**config.mk**
```make
export PLATFORM = sky130hd
export DESIGN_NAME = dsseq_top
export DESIGN_NICKNAME = d
export VERILOG_FILES = /design/src/rtl/dsseq_pkg.sv /design/src/rtl/dsseq_ctr.sv /design/src/rtl/dsseq_fsm.sv /design/src/rtl/dsseq_result.sv /design/src/rtl/dsseq_top.sv
export SDC_FILE = /design/constraint.sdc
export NUM_CORES = 1
export LEC_CHECK = 0
export ABC_AREA = 1
export BUFFER_PORTS_ARGS = -buffer_cell sky130_fd_sc_hd__buf_4
export CORE_UTILIZATION = 45
export CTS_CLUSTER_DIAMETER = 60
export DETAILED_ROUTE_END_ITERATION = 10
export PLACE_DENSITY = 0.74
export SLEW_MARGIN = 20
export SYNTH_ARGS = -nofsm -noshare
export SYNTH_HDL_FRONTEND = slang
export SYNTH_SLANG_ARGS = --single-unit
```
**constraint.sdc**
```tcl
create_clock -name clk -period 1.85 [get_ports clk]
set_clock_uncertainty 0.2 [all_clocks]
set_input_delay 0.185 -clock clk [delete_from_list [all_inputs] [get_ports clk]]
set_output_delay 0.185 -clock clk [all_outputs]
set_load 0.02 [all_outputs]
```
**src/rtl/dsseq_pkg.sv**
```systemverilog
`timescale 1ns/1ps
package dsseq_pkg;
  typedef enum logic [2:0] {
    ST_AZ_MIN  = 3'd0,
    ST_AZ_PARK = 3'd1,
    ST_AZ_WAKE = 3'd2,
    ST_INT     = 3'd3,
    ST_DEINT   = 3'd4
  } seq_st_e;
endpackage

```
**src/rtl/dsseq_ctr.sv**
```systemverilog
`timescale 1ns/1ps
// Phase cycle counter shared by auto-zero, integrate and de-integrate.
module dsseq_ctr #(
  parameter int W = 12
) (
  input  logic         clk,
  input  logic         rst_n,
  input  logic         clr_i,
  input  logic         en_i,
  output logic [W-1:0] cnt_o
);
  logic [W-1:0] cnt_q, cnt_d;

  always_comb begin
    cnt_d = cnt_q;
    if (clr_i)     cnt_d = '0;
    else if (en_i) cnt_d = cnt_q + W'(1);
  end

  always_ff @(posedge clk or negedge rst_n) begin
    if (!rst_n) cnt_q <= '0;
    else        cnt_q <= cnt_d;
  end

  assign cnt_o = cnt_q;
endmodule

```
**src/rtl/dsseq_fsm.sv**
```systemverilog
`timescale 1ns/1ps
// Phase sequencer: auto-zero (minimum, parked, waking), integrate, de-integrate.
module dsseq_fsm
  import dsseq_pkg::*;
#(
  parameter int CNT_W    = 12,
  parameter int INT_CNT  = 2048,
  parameter int AZ_CNT   = 2048,
  parameter int WAKE_DLY = 7
) (
  input  logic             clk,
  input  logic             rst_n,
  input  logic             run_i,
  input  logic             cmp_i,
  input  logic [CNT_W-1:0] cnt_i,
  output seq_st_e          st_o,
  output logic             ctr_clr_o,
  output logic             lat_we_o,
  output logic             lat_ovr_o,
  output logic             pol_o,
  output logic             stat_set_o
);
  localparam int WK_W = $clog2(WAKE_DLY + 1);
  localparam logic [CNT_W-1:0] AZ_LAST  = CNT_W'(AZ_CNT - 1);
  localparam logic [CNT_W-1:0] INT_LAST = CNT_W'(INT_CNT - 1);
  localparam logic [CNT_W-1:0] FULL     = {CNT_W{1'b1}};
  localparam logic [WK_W-1:0]  WK_LAST  = WK_W'(WAKE_DLY - 1);

  seq_st_e         st_q, st_d;
  logic            pol_q, crossed_q;
  logic [WK_W-1:0] wk_q;
  logic            pol_ld, cross_set, cross_clr, wk_clr, wk_en, zc;

  assign zc = (cmp_i != pol_q) && !crossed_q;

  always_comb begin
    st_d       = st_q;
    ctr_clr_o  = 1'b0;
    lat_we_o   = 1'b0;
    lat_ovr_o  = 1'b0;
    stat_set_o = 1'b0;
    pol_ld     = 1'b0;
    cross_set  = 1'b0;
    cross_clr  = 1'b0;
    wk_clr     = 1'b0;
    wk_en      = 1'b0;
    case (st_q)
      ST_AZ_MIN: begin
        if (cnt_i == AZ_LAST) begin
          ctr_clr_o = 1'b1;
          if (run_i) begin
            st_d       = ST_INT;
            stat_set_o = 1'b1;
          end else begin
            st_d = ST_AZ_PARK;
          end
        end
      end
      ST_AZ_PARK: begin
        ctr_clr_o = 1'b1;
        wk_clr    = 1'b1;
        if (run_i) st_d = ST_AZ_WAKE;
      end
      ST_AZ_WAKE: begin
        ctr_clr_o = 1'b1;
        if (!run_i) begin
          st_d = ST_AZ_PARK;
        end else if (wk_q == WK_LAST) begin
          st_d       = ST_INT;
          stat_set_o = 1'b1;
        end else begin
          wk_en = 1'b1;
        end
      end
      ST_INT: begin
        if (cnt_i == INT_LAST) begin
          st_d      = ST_DEINT;
          ctr_clr_o = 1'b1;
          pol_ld    = 1'b1;
          cross_clr = 1'b1;
        end
      end
      ST_DEINT: begin
        if (zc) begin
          lat_we_o  = 1'b1;
          cross_set = 1'b1;
        end
        if (crossed_q && !run_i) begin
          st_d      = ST_AZ_MIN;
          ctr_clr_o = 1'b1;
        end else if (cnt_i == FULL) begin
          st_d      = ST_AZ_MIN;
          ctr_clr_o = 1'b1;
          if (!crossed_q && !zc) begin
            lat_we_o  = 1'b1;
            lat_ovr_o = 1'b1;
          end
        end
      end
      default: begin
        st_d      = ST_AZ_MIN;
        ctr_clr_o = 1'b1;
      end
    endcase
  end

  always_ff @(posedge clk or negedge rst_n) begin
    if (!rst_n) begin
      st_q      <= ST_AZ_MIN;
      pol_q     <= 1'b0;
      crossed_q <= 1'b0;
      wk_q      <= '0;
    end else begin
      st_q <= st_d;
      if (pol_ld) pol_q <= cmp_i;
      if (cross_clr)      crossed_q <= 1'b0;
      else if (cross_set) crossed_q <= 1'b1;
      if (wk_clr)     wk_q <= '0;
      else if (wk_en) wk_q <= wk_q + WK_W'(1);
    end
  end

  assign st_o  = st_q;
  assign pol_o = pol_q;

  AST_INT_BOUND: assert property (@(posedge clk) disable iff (!rst_n)
    (st_q == ST_INT) |-> (cnt_i <= INT_LAST));
  AST_POL_HOLD: assert property (@(posedge clk) disable iff (!rst_n)
    (st_q == ST_DEINT) |=> $stable(pol_q));
  AST_HOLD_ABORT: assert property (@(posedge clk) disable iff (!rst_n)
    (st_q == ST_DEINT && crossed_q && !run_i) |=> (st_q == ST_AZ_MIN));
  AST_PARK_STAYS: assert property (@(posedge clk) disable iff (!rst_n)
    (st_q == ST_AZ_PARK) |=> (st_q == ST_AZ_PARK || st_q == ST_AZ_WAKE));
endmodule

```
**src/rtl/dsseq_result.sv**
```systemverilog
`timescale 1ns/1ps
// Result latches and status flag with half-period fall.
module dsseq_result #(
  parameter int W = 12
) (
  input  logic         clk,
  input  logic         rst_n,
  input  logic         we_i,
  input  logic         ovr_i,
  input  logic [W-1:0] cnt_i,
  input  logic         pol_i,
  input  logic         set_i,
  output logic [W-1:0] count_o,
  output logic         pol_o,
  output logic         ovr_o,
  output logic         status_o
);
  logic [W-1:0] count_q;
  logic         pol_q, ovr_q, stat_q, upd_q, neg_clr_q;

  always_ff @(posedge clk or negedge rst_n) begin
    if (!rst_n) begin
      count_q <= '0;
      pol_q   <= 1'b0;
      ovr_q   <= 1'b0;
    end else if (we_i) begin
      count_q <= ovr_i ? {W{1'b1}} : cnt_i;
      pol_q   <= pol_i;
      ovr_q   <= ovr_i;
    end
  end

  always_ff @(posedge clk or negedge rst_n) begin
    if (!rst_n) begin
      stat_q <= 1'b0;
      upd_q  <= 1'b0;
    end else begin
      upd_q <= we_i;
      if (set_i)      stat_q <= 1'b1;
      else if (upd_q) stat_q <= 1'b0;
    end
  end

  // Falling-edge stage masks status half a period after the latch write.
  always_ff @(negedge clk or negedge rst_n) begin
    if (!rst_n) neg_clr_q <= 1'b0;
    else        neg_clr_q <= upd_q;
  end

  assign status_o = stat_q && !neg_clr_q;
  assign count_o  = count_q;
  assign pol_o    = pol_q;
  assign ovr_o    = ovr_q;

  AST_NO_DOUBLE_WRITE: assert property (@(posedge clk) disable iff (!rst_n)
    upd_q |-> !we_i);
endmodule

```
**src/rtl/dsseq_top.sv**
```systemverilog
`timescale 1ns/1ps
module dsseq_top
  import dsseq_pkg::*;
#(
  parameter int CNT_W    = 12,
  parameter int INT_CNT  = 2048,
  parameter int AZ_CNT   = 2048,
  parameter int WAKE_DLY = 7
) (
  input  logic             clk,
  input  logic             rst_n,
  input  logic             run_i,
  input  logic             cmp_i,
  output logic             ph_az_o,
  output logic             ph_int_o,
  output logic             ph_deint_o,
  output logic             status_o,
  output logic [CNT_W-1:0] count_o,
  output logic             pol_o,
  output logic             ovr_o
);
  logic             rst_meta_q, rst_sync_q;
  logic [CNT_W-1:0] cnt;
  seq_st_e          st;
  logic             ctr_clr, lat_we, lat_ovr, pol_held, stat_set;

  always_ff @(posedge clk or negedge rst_n) begin
    if (!rst_n) begin
      rst_meta_q <= 1'b0;
      rst_sync_q <= 1'b0;
    end else begin
      rst_meta_q <= 1'b1;
      rst_sync_q <= rst_meta_q;
    end
  end

  dsseq_ctr #(.W(CNT_W)) u_ctr (
    .clk   (clk),
    .rst_n (rst_sync_q),
    .clr_i (ctr_clr),
    .en_i  (1'b1),
    .cnt_o (cnt)
  );

  dsseq_fsm #(
    .CNT_W    (CNT_W),
    .INT_CNT  (INT_CNT),
    .AZ_CNT   (AZ_CNT),
    .WAKE_DLY (WAKE_DLY)
  ) u_fsm (
    .clk        (clk),
    .rst_n      (rst_sync_q),
    .run_i      (run_i),
    .cmp_i      (cmp_i),
    .cnt_i      (cnt),
    .st_o       (st),
    .ctr_clr_o  (ctr_clr),
    .lat_we_o   (lat_we),
    .lat_ovr_o  (lat_ovr),
    .pol_o      (pol_held),
    .stat_set_o (stat_set)
  );

  dsseq_result #(.W(CNT_W)) u_res (
    .clk      (clk),
    .rst_n    (rst_sync_q),
    .we_i     (lat_we),
    .ovr_i    (lat_ovr),
    .cnt_i    (cnt),
    .pol_i    (pol_held),
    .set_i    (stat_set),
    .count_o  (count_o),
    .pol_o    (pol_o),
    .ovr_o    (ovr_o),
    .status_o (status_o)
  );

  assign ph_az_o    = (st == ST_AZ_MIN) || (st == ST_AZ_PARK) || (st == ST_AZ_WAKE);
  assign ph_int_o   = (st == ST_INT);
  assign ph_deint_o = (st == ST_DEINT);

  AST_ONE_PHASE: assert property (@(posedge clk) disable iff (!rst_sync_q)
    $countones({ph_az_o, ph_int_o, ph_deint_o}) == 1);
  AST_STATUS_RISE: assert property (@(posedge clk) disable iff (!rst_sync_q)
    $rose(status_o) |-> ph_int_o);
  AST_RESULT_FROZEN: assert property (@(posedge clk) disable iff (!rst_sync_q)
    !status_o |=> $stable({count_o, pol_o, ovr_o}));
  AST_OVR_ONES: assert property (@(posedge clk) disable iff (!rst_sync_q)
    ovr_o |-> (&count_o));
endmodule

```
==> results.toml <==
[logic_synthesis]
synth_top_area_share_pct = 52.1
synthDistinctLibCells = 23
synth_edf_count = 0
synthMuxAreaShare_pct = 0
netlist_instances = 211
synth.avg_cell_area_um2 = 8.65
synth_flop_cell = "dfrtp_1"
syn-num-nets = 218
synth_xor_area_share_pct = 2.40
yosysSeqAreaShare_pct = 53.5
synth_most_common_cell = "nand2_1"
synth_area_leaders = "dfrtp_1 52%, nand2_1 10%, nor2_1 6.4%"
async_reset_ff_share_pct = 100
synth-compound-area-share_pct = 9.19
synthSimpleGateAreaFrac_pct = 25.4
ys_top_cells_by_count = "51 x nand2_1, 38 x dfrtp_1, 31 x nor2_1"
yosysWarningCount = 0
yosys.area.top_type = "dfrtp_1"
synth_area_um2 = 1820
synth_adder_area_share_pct = 2.06
synth_top_family_by_area = "simple AND/OR/NAND/NOR gates"
ys_seq_elements = 39

[placement]
portBuffers = 21
dpl.hpwl_mm = 2.44
dp.cells = 283
place_ws_ns = -0.0244
gp_congestion = 0.833

[sta]
final_hold_viol_count = 0
rsz0062_at_grt = "yes"
setup_viol = 1
slew_violations = 0
layout_setup_ws_ns = -0.308

[routing]
routed.top_layer = "met4"
vias = 1425
wl_mm = 3.50
vias_per_cell = 4.80
drt_iter0_drc = 93
wire_per_inst_um = 11.8
wl_met1_mm = 1.66
met3_length_um = 116
route.detailed.drc = 0
routed-wl-met2_mm = 1.65
drtAntennaViolNets = 0
firstDrtPassIters = 7

[worst_setup_path]
rrSetupSlack_ns = 0.07
worstPathArrival_ns = 1.77
start_kind = "register"
worstPathRequired_ns = 1.46
endpoint_kind = "output pin"
r2r_cells = 9
r2r-end = "u_res.pol_o"
crit_type = "register to output pin"
r2r-start = "u_ctr.cnt_o[0]"
critPathMaxFanout = 1

[final_layout]
drive_gt1_share_pct = 24.5
area_delta_synth_final_pct = 22.7
stdcell_count = 297
final_nets = 255
insertedDiodeCount = 0

[pwr]
leakage_nw = 1.15
vdd_drop_max_mv = 0.670
power.density_nw_per_um2 = 891

[clocking]
cts.clk_slew.worst_paths_ns = 0.07
htreeDepth = 2
clk_latency_ns = 0.29
clock-sinks = 39
ctsRootBufferMaster = "clkbuf_8"
cts_tree = "yes"
cts_buffers = 5
ctsLongestPathBuffers = 2

[die]
io-pin-count = 22
start_util_pct = 48.4
dieArea_um2 = 4310
core_area_um2 = 3770
die_h_um = 65.7
rows = 22
die_w_um = 65.7

[run_status]
violations = "negative setup slack"
run_status = "finished with violations"

[hold_path]
hp-class = "input pin to async pin"

[global_routing]
grt_pass1_vias = 1287
antenna_found_initial = 0
grt_overflow = 0
grt_pass1_wl_mm = 5.62
grt_max_degree = 37
grtUsageTotal_pct = 17.6

[job]
drv_cap = 0
==> cells by family after synthesis <==
kind of cell,after synthesis
adder cells (fa/ha/maj),3
AO/OA/AOI/OAI,26
flip-flops,39
AND/OR/NAND/NOR,106
other,1
buffers and inverters,31
XOR/XNOR,5
==> stage by stage <==
stage / hold slack (ns) / TNS (ns) / power, mW / area, um^2 / utilization, %
finish: 0.0255 / -0.308 / 1.99 / 2240 / 59.4
CTS: 0.00137 / -0.319 / 2.00 / 2180 / 57.8
global route: 0.0278 / -0.662 / 2.13 / 2240 / 59.4
detailed placement: -0.231 / -0.0244 / 1.45 / 2070 / 55.0
global placement: -0.231 / -0.0193 / 1.44 / 2070 / 55.0
floorplan: -0.311 / 0 / 1.32 / 1830 / -
==> report_power, final <==
group	internal, mW	switching (mW)	leakage, nW
logic	0.165	0.306	0.600
registers	0.918	0.0676	0.506
clock network	0.264	0.273	0.0422
total	1.35	0.647	1.15
==> registers in the layout, summed over array words and instances (netlist names) <==
register and cells:
rst_meta_q 1, u_res.upd_q 1, u_res.ovr_o 1, u_fsm.crossed_q 1, u_fsm.pol_o 1, u_fsm.st_o 3
rst_sync_q 1, u_res.count_o 12, u_res.pol_o 1, u_ctr.cnt_o 12, u_res.stat_q 1, u_fsm.wk_q 3
u_res.neg_clr_q 1
==> layer usage <==
layer,track usage (%),vias to the layer above
met4,8.15,0
li1,-,728
met5,0,-
met1,23.7,666
met3,4.69,4
met2,26.3,27
==> area by class of cell <==
cell class / instances / area (um^2)
clock buffers: 7 / 76.3
clock inverters: 1 / 5.00
fillers: 316 / 1530
inverters: 29 / 109
multi-input cells: 141 / 732
flip-flops and latches: 39 / 977
well taps: 48 / 60.1
repair buffers: 32 / 279
==> worst max path at each step <==
stage | from | slack, ns | cells after the start | endpoint
final | u_res.neg_clr_q | -0.31 | 2 | status_o
after global routing | u_res.neg_clr_q | -0.33 | 2 | status_o
after CTS | u_res.neg_clr_q | -0.32 | 2 | status_o
after detailed placement | u_res.neg_clr_q | -0.02 | 2 | status_o
after global placement | u_res.neg_clr_q | -0.02 | 2 | status_o
after floorplan | u_res.neg_clr_q | 0.005 | 1 | status_o
==> critical path, stage by stage (launching register included) <==
cell and delay (ns):
dfrtn_1 0.40, nor2_2 0.04, buf_6 0.12
==> placed cells by master, fill, tap and decap left out, types with 5 or more instances in the layout <==
cell	count
nand2_1	50
dfrtp_1	37
nor2_1	29
inv_1	27
buf_4	27
nand3_1	10
o21ai_2	8
o21ai_0	7
a21oi_1	5
clkbuf_8	5
==> repair_timing <==
item                                    in CTS  in global routing
endpoints found under the hold margin        3                  0
endpoints found under the setup margin       1                 21
gates resized for setup                      1                  4
pin swaps                                    1                  1
buffers inserted                             0                  3
cloned                                       0                  1
hold buffers                                 2                  0
No activity file was read; power rests on OpenSTA's default activity.
